### config.mk
export PLATFORM = sky130hd
export DESIGN_NAME = ipi_timer_ctl
export DESIGN_NICKNAME = d
export VERILOG_FILES = /design/src/rtl/ipi_timer_ctl.sv
export SDC_FILE = /design/constraint.sdc
export NUM_CORES = 1
export LEC_CHECK = 0
export ABC_CLOCK_PERIOD_IN_PS = 3200
export BUFFER_PORTS_ARGS = -buffer_cell sky130_fd_sc_hd__buf_2
export CORE_ASPECT_RATIO = 1.2
export CORE_MARGIN = 10
export CORE_UTILIZATION = 25
export DETAILED_ROUTE_END_ITERATION = 7
export PLACE_DENSITY_LB_ADDON = 0.1
export SETUP_SLACK_MARGIN = 0.1
export SKIP_CTS_REPAIR_TIMING = 1
export SYNTH_ARGS = -nofsm -noshare
export SYNTH_HDL_FRONTEND = slang
export SYNTH_SLANG_ARGS = --single-unit
### constraint.sdc
create_clock -name clk -period 3.2 [get_ports clk]
set_input_delay 0.16 -clock clk [delete_from_list [all_inputs] [get_ports clk]]
set_output_delay 0.16 -clock clk [all_outputs]
set_load 0.02 [all_outputs]
### src/rtl/ipi_timer_ctl.sv
module ipi_timer_ctl #(
  parameter int NCPU  = 4,
  parameter int CNT_W = 4
) (
  input  logic             clk,
  input  logic             rst_n,
  input  logic             tick,
  input  logic             wr_en,
  input  logic [63:0]      wr_data,
  input  logic [1:0]       acc_id,
  output logic [63:0]      rd_data,
  output logic [NCPU-1:0]  timer_irq,
  output logic [NCPU-1:0]  ipi_irq,
  output logic             wr_unsup
);
  localparam logic [CNT_W-1:0] CNT_MAX = '1;

  logic [NCPU-1:0] tmr_pend, ipi_flag;
  logic [3:0]      tmr4, ipi4;

  wire unused_wr = ^{wr_data[63:29], wr_data[27:16], wr_data[3:0]};

  for (genvar i = 0; i < NCPU; i++) begin : g_cpu
    logic [CNT_W-1:0] cnt, cnt_inc;
    wire snd = wr_en & wr_data[12+i];
    wire ack = wr_en & wr_data[8+i];

    assign cnt_inc = (snd && cnt != CNT_MAX) ? cnt + 1'b1 : cnt;

    always_ff @(posedge clk) begin
      if (!rst_n) begin
        tmr_pend[i] <= 1'b0;
        ipi_flag[i] <= 1'b0;
        cnt         <= '0;
      end else begin
        if (tick)                        tmr_pend[i] <= 1'b1;
        else if (wr_en && wr_data[4+i])  tmr_pend[i] <= 1'b0;
        if (ack)                         ipi_flag[i] <= 1'b0;
        else if (snd)                    ipi_flag[i] <= 1'b1;
        cnt <= (ack && cnt_inc != '0) ? cnt_inc - 1'b1 : cnt_inc;
      end
    end

    assign ipi_irq[i] = (cnt != '0);
  end

  always_ff @(posedge clk) begin
    if (!rst_n) wr_unsup <= 1'b0;
    else        wr_unsup <= wr_en && (wr_data[15:4] == '0) && !wr_data[28];
  end

  always_comb begin
    tmr4 = '0;
    ipi4 = '0;
    tmr4[NCPU-1:0] = tmr_pend;
    ipi4[NCPU-1:0] = ipi_flag;
  end

  assign timer_irq = tmr_pend;
  assign rd_data   = {52'd0, ipi4, tmr4, 2'b00, acc_id};
endmodule

# After elaboration in Yosys (flattened, before gate mapping)
# Cells that the tools add are included.
# Widths: inputs -> output; s select.
[classes]
add_sub_neg = 8
n_eq_ne = 4
mux = 16
bitwise_logic = 9
reduce_logical = 32
[ops]
columns = ["op", "n"]
rows = [
  ["$mux 4", 8],
  ["$reduce_bool 4->1", 8],
  ["$add 4x1->4 const B", 4],
  ["$ne 4x4->1 const B", 4],
  ["$sub 4x1->4 const B", 4],
  ["$logic_and 1x1->1", 14],
  ["$logic_not 12->1", 1],
  ["$and 1x1->1", 8],
  ["$mux 1", 8],
  ["$reduce_bool 2->1", 4],
  ["$reduce_or 2->1", 4],
  ["$logic_not 1->1", 1],
  ["$not 1->1", 1],
]
[word_totals]
register_bits = 25
input_bits = 70
output_inout_bits = 73
word_cells = 82

# Longest topological paths before layout
[depth]
word_depth = 6
ltp_mapped = 10
depth_no_buf = 10

# Worst setup path after synthesis
# OpenSTA, ideal clock, no wires.
[synth_path]
kind = "reg2reg"
from = "register g_cpu[3].cnt[1]"
to = "register g_cpu[3].cnt[3]"
setup_time_ns = 0.071
t_arrival_ns = 2.262
required_time_ns = 3.129
path_slack_ns = 0.868
stages_incl_launch_ff = 11
path_buffers = 0
period_less_slack_ns = 2.332
path_cell_list = "dfxtp_1 ha_1 nand3_1 nand2_1 mux2i_1 ha_1 and3_2 a31oi_4 nand2_2 or4_1 a21oi_1"
[synth_via]
elab_chain_len = 6
word_cells_on_any_way = 8
cone_classes = "add/sub: 2; eq/ne: 1; mux: 2; reduce/logical: 3"
[synth_lines]
columns = ["element", "line", "text"]
rows = [
  ["from (decl)", "24", "logic [CNT_W-1:0] cnt, cnt_inc;"],
  ["from (signal assigned)", "40", "cnt <= (ack && cnt_inc != '0) ? cnt_inc - 1'b1 : cnt_inc;"],
  ["parallel branches: the longest is 2 deep, another holds $add 4x1->4", "n/a", ""],
  ["$mux 4 (*)", "28", "assign cnt_inc = (snd && cnt != CNT_MAX) ? cnt + 1'b1 : cnt;"],
  ["parallel branches: the longest is 2 deep, another holds $sub 4x1->4", "n/a", ""],
  ["$mux 4 (*)", "40", ""],
]
# Mark *: on every way between the ends.
# A chain may end at the register's enable or synchronous reset.

# Worst setup path after layout
# Same ends and word-level chain as after synthesis.

==> impl_metrics.json <==
{
  "dp_slack_ns": 0.613,
  "pwr-share-comb_pct": 47.6,
  "synth_compound_area_share_pct": 10.0,
  "setup_slack_ns": 0.591,
  "ys.flop_type": "dfxtp_1",
  "worst_slew_pin_slew_ns": 0.751,
  "synth_xor_area_share_pct": 5.37,
  "finalHoldViolations": 0,
  "leakage_uw": 0.00107,
  "critPathKind": "reg -> reg",
  "synth_area_um2": 2120,
  "track_usage_pct": 7.61,
  "place.gp.congestion": 0.716,
  "dr.pass1.iters": 5,
  "avgRoutedWirePerCell_um": 12.6,
  "power_switching_uw": 521,
  "setup_viol": 0,
  "vias": 1628,
  "synth_warnings": 0,
  "coreArea_um2": 8200,
  "drive_gt1_share_pct": 16.7,
  "min_period_ns": 2.61,
  "relSlewSlack_pct": 49.9,
  "grt_pass1_vias": 1629,
  "grt_max_degree": 22,
  "synth-edff-count": 0,
  "synth_fa_ha_area_share_pct": 7.08,
  "ys_seq_elements": 25,
  "die_h_um": 121,
  "power_density_nw_per_um2": 536,
  "synthSimpleGateAreaFrac_pct": 22.5,
  "initial_core_util_pct": 25.9,
  "synth_top_family_by_area": "buffers and inverters",
  "p_int_uw": 663,
  "synth.top_cells.by_count": "61 x buf_4, 25 x dfxtp_1, 24 x nor2_1",
  "synth.distinct_cells": 45,
  "cts_tree": "built",
  "grt_pass1_wl_um": 8010,
  "clockBufferDepth": 2,
  "synth_area_leaders": "dfxtp_1 24%, buf_4 22%, ha_1 7.1%",
  "place_hpwl_um": 4150,
  "clk_latency_ns": 0.27,
  "irDropWorstVdd_v": 0.000167,
  "ant_nets": 0,
  "max_clock_freq_mhz": 383,
  "finalSetupTns_ns": 0,
  "seq_area_frac_synth_pct": 23.6,
  "cap_violations": 0,
  "die-area_um2": 12600,
  "synth_cells": 261,
  "async_reset_ff_share_pct": 0,
  "pwr-share-clk_pct": 16.5,
  "synth_mux_area_share_pct": 7.08,
  "rows": 36,
  "yosys.area.top_type": "dfxtp_1",
  "antenna_found_initial": 0,
  "hp-start": "tick",
  "report.final.slew_viol_count": 0,
  "clk_pin_slew_ns": 0.09,
  "r2r_start": "g_cpu[3].cnt[1]$_SDFF_PN0_",
  "fin_nets": 371,
  "clkSinkCount": 25,
  "grt_overflow": 0,
  "cp_max_fo": 6,
  "cp-start-kind": "flip-flop",
  "postRouteWirelength_um": 5070,
  "worstPathArrival_ns": 2.81,
  "portBuffers": 33,
  "crit_start": "g_cpu[3].cnt[1]$_SDFF_PN0_",
  "num_io_pins": 143,
  "seqPwrFrac_pct": 35.9,
  "clockRootBuffer": "clkbuf_8",
  "synth_top_area_share_pct": 23.6,
  "skew_ns": 0.00149,
  "hold_class": "in -> reg",
  "rsz0062_at_grt": "no",
  "netSwitchingFraction_pct": 44.0,
  "required_ns": 3.40,
  "viasPerCell": 4.05,
  "postSynthAreaPerCell_um2": 8.12,
  "fin_crit_sh_pct": 81.5,
  "die_w_um": 104,
  "area_delta_synth_final_pct": 4.19,
  "numCtsBuffers": 3,
  "run_status": "finished clean",
  "drt_iter0_drc": 51,
  "diodes": 0,
  "yosysMostFrequentCell": "buf_4",
  "htree_levels": 1,
  "cp-end-kind": "flip-flop",
  "drc": 0
}
-- sequential cells by signal, indices dropped and copies added (netlist names) --
name       count
rd_data        8
wr_unsup       1
g_cpu.cnt     16
-- layout make-up --
| class | instances | area [um^2] |
|---|---|---|
| Fill cell | 933 | 5990 |
| Multi-Input combinational cell | 214 | 1310 |
| Sequential cell | 25 | 500 |
| Timing Repair Buffer | 34 | 173 |
| Tap cell | 114 | 143 |
| Clock buffer | 4 | 45.0 |
| Inverter | 11 | 41.3 |
-- power groups by stage --
| stage | clock (uW) | combinational [uW] | sequential (uW) |
|---|---|---|---|
| finish | 196 | 563 | 425 |
| global route | 226 | 642 | 435 |
| CTS | 212 | 568 | 425 |
| detailed placement | 0 | 566 | 432 |
| global placement | 0 | 566 | 434 |
| floorplan | 0 | 492 | 423 |
-- logic make-up (layout without fill, tap and decap cells) --
| group | Yosys count | in the layout |
|---|---|---|
| AO/OA/AOI/OAI | 28 | 28 |
| XOR/XNOR | 13 | 13 |
| adder cells (fa/ha/maj) | 12 | 12 |
| buffers and inverters | 75 | 49 |
| flip-flops | 25 | 25 |
| multiplexers | 14 | 14 |
| other | 1 | 54 |
| AND/OR/NAND/NOR | 93 | 93 |
-- placed cells by master (no fill, tap or decap), types with 4 or more instances in the layout --
master	count
mux2i_1	9
a21oi_1	12
nand2_1	17
inv_1	11
conb_1	54
nor3_1	5
nor2_1	24
buf_2	33
ha_1	12
nand3_1	18
nand2b_1	4
xnor2_1	9
mux2_2	4
dfxtp_1	25
nor4_1	4
xor2_1	4
-- path summary, 6_finish.rpt --
check | slack, ns | endpoint | cells past startpoint
worst max-delay path | 0.59 | g_cpu[3].cnt[3]$_SDFF_PN0_ | 10
worst min register to register | 0.49 | rd_data[9]$_SDFFE_PP0P_ | 2
worst min-delay path | 0.16 | rd_data[5]$_SDFFE_PN0P_ | 3
worst max register to register | 0.59 | g_cpu[3].cnt[3]$_SDFF_PN0_ | 10
-- per-layer routing --
layer	vias to the layer above	global-route usage, %	wire length (um)
li1	835	-	-
met1	717	9.36	2300
met2	72	12.0	2260
met3	4	3.29	478
met4	0	1.83	35
met5	-	0	0
-- per-stage QoR --
stage / hold slack (ns) / util, % / area [um^2] / cells / power (uW)
6_report: 0.157 / 26.9 / 2210 / 402 / 1180
3_5_place_dp: 0.320 / 26.4 / 2160 / 398 / 998
3_3_place_gp: 0.320 / 26.4 / 2160 / 398 / 1000
5_1_grt: 0.165 / 26.9 / 2210 / 402 / 1300
2_1_floorplan: 0.274 / - / 2320 / 314 / 915
4_1_cts: 0.157 / 26.9 / 2210 / 402 / 1210
-- worst max-delay path, stage by stage (launching register included) --
cell and delay, ns:
dfxtp_1 0.46, ha_1 0.27, nand3_1 0.09, nand2_1 0.16
mux2i_1 0.12, ha_1 0.26, and3_2 0.23, a31oi_4 0.19
nand2_2 0.11, or4_1 0.51, a21oi_1 0.14
Note: power is estimated with default switching activity, not from simulation.
